--- config.mk ---
export PLATFORM = sky130hd
export DESIGN_NAME = ide_halfword_bridge
export DESIGN_NICKNAME = d
export VERILOG_FILES = /design/src/rtl/ide_halfword_bridge.sv
export SDC_FILE = /design/constraint.sdc
export NUM_CORES = 1
export LEC_CHECK = 0
export CORE_ASPECT_RATIO = 1.25
export CORE_MARGIN = 2
export CORE_UTILIZATION = 44
export DETAILED_ROUTE_END_ITERATION = 8
export DONT_BUFFER_PORTS = 1
export GPL_TIMING_DRIVEN = 1
export RECOVER_POWER = 100
export SLEW_MARGIN = 25
export SYNTH_ARGS = -nofsm -noshare
export SYNTH_HDL_FRONTEND = slang
export SYNTH_SLANG_ARGS = --single-unit
--- constraint.sdc ---
create_clock -name clk -period 6.3 [get_ports clk]
set_input_delay 1.26 -clock clk [delete_from_list [all_inputs] [get_ports clk]]
set_output_delay 1.26 -clock clk [all_outputs]
set_load 0.01 [all_outputs]
--- src/rtl/ide_halfword_bridge.sv ---
module ide_halfword_bridge #(
  parameter int HADDR_W  = 11,
  parameter int HALF_W   = 16,
  parameter int CFG_BASE = 'h030,
  parameter int CFG_SPAN = 'h10,
  parameter int CS0_BASE = 'h1F0,
  parameter int CS1_BASE = 'h3F0,
  parameter int BLK_SPAN = 'h8
) (
  input  logic                  clk,
  input  logic                  rst_n,
  input  logic                  h_req,
  input  logic                  h_win32,
  input  logic                  h_we,
  input  logic [HADDR_W-1:0]    h_addr,
  input  logic [HALF_W-1:0]     h_wdata,
  input  logic [HALF_W/8-1:0]   h_be,
  output logic                  h_rvalid,
  output logic [HALF_W-1:0]     h_rdata,
  output logic                  d_stb,
  output logic                  d_we,
  output logic [1:0]            d_sel,
  output logic [1:0]            d_idx,
  output logic [2*HALF_W-1:0]   d_wdata,
  output logic [HALF_W/4-1:0]   d_be,
  input  logic [2*HALF_W-1:0]   d_rdata
);
  localparam int WORD_W = 2 * HALF_W;
  localparam int HBE_W  = HALF_W / 8;
  localparam int OFF_W  = HADDR_W + 1;

  localparam logic [OFF_W-1:0] CFG_LO = OFF_W'(CFG_BASE);
  localparam logic [OFF_W-1:0] CFG_HI = OFF_W'(CFG_BASE + CFG_SPAN);
  localparam logic [OFF_W-1:0] CS0_LO = OFF_W'(CS0_BASE);
  localparam logic [OFF_W-1:0] CS0_HI = OFF_W'(CS0_BASE + BLK_SPAN);
  localparam logic [OFF_W-1:0] CS1_LO = OFF_W'(CS1_BASE);
  localparam logic [OFF_W-1:0] CS1_HI = OFF_W'(CS1_BASE + BLK_SPAN);

  localparam logic [HADDR_W-1:0] PAIR_LO = HADDR_W'(CS0_BASE / 2);
  localparam logic [HADDR_W-1:0] PAIR_HI = HADDR_W'(CS0_BASE / 2 + 1);

  localparam logic [1:0] SEL_CFG = 2'd0;
  localparam logic [1:0] SEL_CS0 = 2'd1;
  localparam logic [1:0] SEL_CS1 = 2'd2;

  localparam logic [HALF_W-1:0] NO_DEV = '1;

  logic [OFF_W-1:0]  boff;
  logic              lane, acc16, hit_cfg, hit_cs0, hit_cs1, hit16;
  logic              pair_lo, pair_hi, rd_take;
  logic [HALF_W-1:0] hold_q, rd_next;

  assign boff    = {h_addr, 1'b0};
  assign lane    = h_addr[0];
  assign acc16   = h_req & ~h_win32;
  assign hit_cfg = (boff >= CFG_LO) && (boff < CFG_HI);
  assign hit_cs0 = (boff >= CS0_LO) && (boff < CS0_HI);
  assign hit_cs1 = (boff >= CS1_LO) && (boff < CS1_HI);
  assign hit16   = acc16 & (hit_cfg | hit_cs0 | hit_cs1);

  assign pair_lo = h_req & h_win32 & ~h_we & (h_addr == PAIR_LO);
  assign pair_hi = h_req & h_win32 & ~h_we & (h_addr == PAIR_HI);
  assign rd_take = h_req & ~h_we;

  assign d_stb = hit16 | pair_lo;
  assign d_we  = hit16 & h_we;
  assign d_sel = (hit16 & hit_cfg) ? SEL_CFG :
                 (hit16 & hit_cs1) ? SEL_CS1 : SEL_CS0;
  assign d_idx = pair_lo ? 2'd0 :
                 hit_cfg ? h_addr[2:1] : {1'b0, h_addr[1]};

  assign d_wdata = !d_we ? '0 :
                   lane  ? {h_wdata, {HALF_W{1'b0}}} : {{HALF_W{1'b0}}, h_wdata};
  assign d_be    = pair_lo ? '1 :
                   !hit16  ? '0 :
                   lane    ? {h_be, {HBE_W{1'b0}}} : {{HBE_W{1'b0}}, h_be};

  always_comb begin
    if (pair_lo)
      rd_next = d_rdata[HALF_W-1:0];
    else if (pair_hi)
      rd_next = hold_q;
    else if (hit16)
      rd_next = lane ? d_rdata[WORD_W-1:HALF_W] : d_rdata[HALF_W-1:0];
    else
      rd_next = NO_DEV;
  end

  always_ff @(posedge clk) begin
    if (!rst_n) begin
      h_rvalid <= 1'b0;
      h_rdata  <= '0;
      hold_q   <= '0;
    end else begin
      h_rvalid <= rd_take;
      if (rd_take) h_rdata <= rd_next;
      if (pair_lo) hold_q <= d_rdata[WORD_W-1:HALF_W];
    end
  end
endmodule

==> out/qor.yml <==
status:
  status: "finished with violations"
  violations: "capacitance limit, slew limit"
placed_design:
  placed_area_um2: 1970
  place_congestion: 0.709
  io_buffers: 0
  hpwl_um: 3340
  preCtsSetupSlack_ns: 2.16
  dp_cells: 267
clock_tree:
  cts_tree: "done"
  clk_pin_slew_worst_paths_ns: 0.06
  clk-insertion-delay-late_ns: 0.28
  cts_resized: 0
  post-cts-setup-buffers: 0
  cts_made_buffers: 5
  clk_path_buf_depth: 2
  ctsHoldBuffers: 0
  cts_num_sinks: 33
  root_buffer: "clkbuf_8"
  htree_levels: 2
global_route:
  grt_pass1_wl_um: 7460
  grt_usage_pct: 18.7
  grt_start_max_net_pins: 55
  grt_overflow: 0
  first_global_vias: 1496
  antenna_found_initial: 0
power_and_ir_drop:
  leakage_nw: 0.647
  vdd_drop_max_v: 0.000171
  swShare_pct: 22.7
  p_per_area_nw_per_um2: 212
  power_switching_mw: 0.0968
  p_int_mw: 0.329
  clockPowerShare_pct: 41.1
  power.share.combinational_pct: 6.3
  seq_power_share_pct: 52.6
  power.total_mw: 0.426
critical_path:
  crit_fanout: 16
  path_class: "in -> out"
  startpoint_type: "input port"
  critPathRequiredTime_ns: 5.04
  critPathArrivalTime_ns: 3.70
  end_kind: "output port"
finish:
  area_growth_pct: 3.01
  antenna_cells: 0
  fin_nets: 282
  final_cells: 275
  final_cell_area_um2: 2010
  drive_gt1_share_pct: 7.37
  fillers: 448
timing:
  setup_slack_ns: 1.34
  fmax_mhz: 202
  hold_viol: 0
  finalSetupViolations: 0
  fin_setup_tns_ns: 0
  timing.slew.headroom_pct: -25.6
  period_share_pct: 78.7
  worst_pin_slew_ns: 1.87
  skew_ns: 0.00663
  min_period_ns: 4.96
  rsz0062_at_grt: "no"
  slew_violations: 17
detailed_routing:
  routed_wl_um: 4760
  drc: 0
  drt_pass1_iterations: 4
  post_drt_wl_per_cell_um: 17.3
  first_iter_violations: 44
  wl_met3_um: 518
  top_layer_used: "met4"
  vias_per_cell: 5.91
  met2_length_um: 2320
  drt-met1-wl_um: 1860
  num_vias: 1625
  ant_nets: 0
worst_hold_path:
  min_path_type: "reg -> reg"
logic_synthesis:
  synth-main-ff-cell: "dfxtp_1"
  yosysTopAreaCell: "dfxtp_1"
  synthTopCellsByArea: "dfxtp_1, and2_1, nor2b_1, a21oi_1, mux2i_1"
  avgSynthCellArea_um2: 8.72
  synth.most_common_cell: "and2_1"
  synth-edff-count: 0
  synth_commonest_cells: "and2_1, a21oi_1, dfxtp_1, nor2b_1"
  synth_seq_cells: 33
  synth_fp_nets: 290
  yosysWarnings: 0
  synthCells: 224
  synth-async-reset-ratio_pct: 0
  synth_area_um2: 1950
  synth_seq_area_share_pct: 33.8
  yosysUniqueCellTypes: 32
  yosysTopAreaCellShare_pct: 33.8
die:
  start_util_pct: 45.2
  top_level_ports: 125
  die_h_um: 78.5
  core_area_um2: 4320
  die_w_um: 63.6
  num_rows: 27
  dieArea_um2: 4990
job:
  drv_cap: 1
[critical path, cell delays in order]
cell and delay (ns):
or4_1 0.57, a2111oi_0 1.18, and3b_4 0.44, and2_0 0.24
[cells in the final DEF, fill, tap and decap left out]
| cell type | count |
|---|---|
| clkbuf_8 | 7 |
| nor4_4 | 1 |
| dfxtp_1 | 33 |
| a21oi_1 | 33 |
| nor3_1 | 2 |
| clkinv_2 | 1 |
| a221oi_1 | 16 |
| nand4b_1 | 1 |
| nor4_1 | 2 |
| nor2_1 | 2 |
| nand4bb_1 | 1 |
| and3_4 | 1 |
| nand2b_1 | 1 |
| clkbuf_1 | 1 |
| and3b_4 | 1 |
| or3b_2 | 2 |
| and2_1 | 4 |
| or2_2 | 1 |
| nor2b_1 | 33 |
| a21o_1 | 3 |
| or3_1 | 1 |
| o21ai_0 | 16 |
| mux2i_1 | 16 |
| a31o_2 | 2 |
| nand2_1 | 1 |
| a2111oi_0 | 1 |
| and2_0 | 30 |
| and4b_1 | 1 |
| or4_1 | 1 |
| inv_1 | 2 |
[worst paths after layout]
path,from,to,slack (ns),depth (start not counted)
max,h_addr[5],d_wdata[2],1.34,4
min,hold_q[1],hold_q[1],0.52,2
max reg2reg,h_rdata[10],h_rdata[10],5.44,2
min reg2reg,hold_q[1],hold_q[1],0.52,2
[power groups by stage]
stage,sequential (mW),clock (mW),combinational [mW]
after floorplan,0.227,0,0.0305
after global placement,0.229,0,0.0283
after detailed placement,0.229,0,0.0287
after CTS,0.224,0.180,0.0289
after global routing,0.225,0.191,0.0309
final,0.224,0.175,0.0270
[state kept, by name, summed over array words and instances (netlist names)]
signal    cells
h_rdata      16
h_rvalid      1
hold_q       16
[per-stage QoR]
stage	utilization (%)	hold slack (ns)
2_1_floorplan	-	0.483
3_3_place_gp	45.3	0.497
3_5_place_dp	45.5	0.507
4_1_cts	47.8	0.526
5_1_grt	46.5	0.550
6_report	46.5	0.521
[per-layer routing]
layer / up-vias / track usage, %
met3: 6 / 7.59
met1: 741 / 21.2
li1: 785 / -
met5: - / 0
met2: 93 / 31.4
met4: 0 / 6.74
[cells by family (layout without fill, tap and decap cells)]
family                 Yosys count  after routing  share of synthesized area [%]
buffers and inverters           18             11                           4.74
AO/OA/AOI/OAI                   71             71                           23.2
multiplexers                    16             16                           8.20
flip-flops                      33             33                           33.8
AND/OR/NAND/NOR                 86             86                           30.0
[layout make-up]
class / count / area [um^2] / area share [%]
Clock buffer: 7 / 96.3 / 4.79
Clock inverter: 1 / 5.00 / 0.249
Inverter: 2 / 7.51 / 0.373
Multi-Input combinational cell: 173 / 1170 / 58.0
Sequential cell: 33 / 661 / 32.8
Tap cell: 58 / 72.6 / 3.61
Timing Repair Buffer: 1 / 3.75 / 0.187
Note: power is estimated with default switching activity, not from simulation.
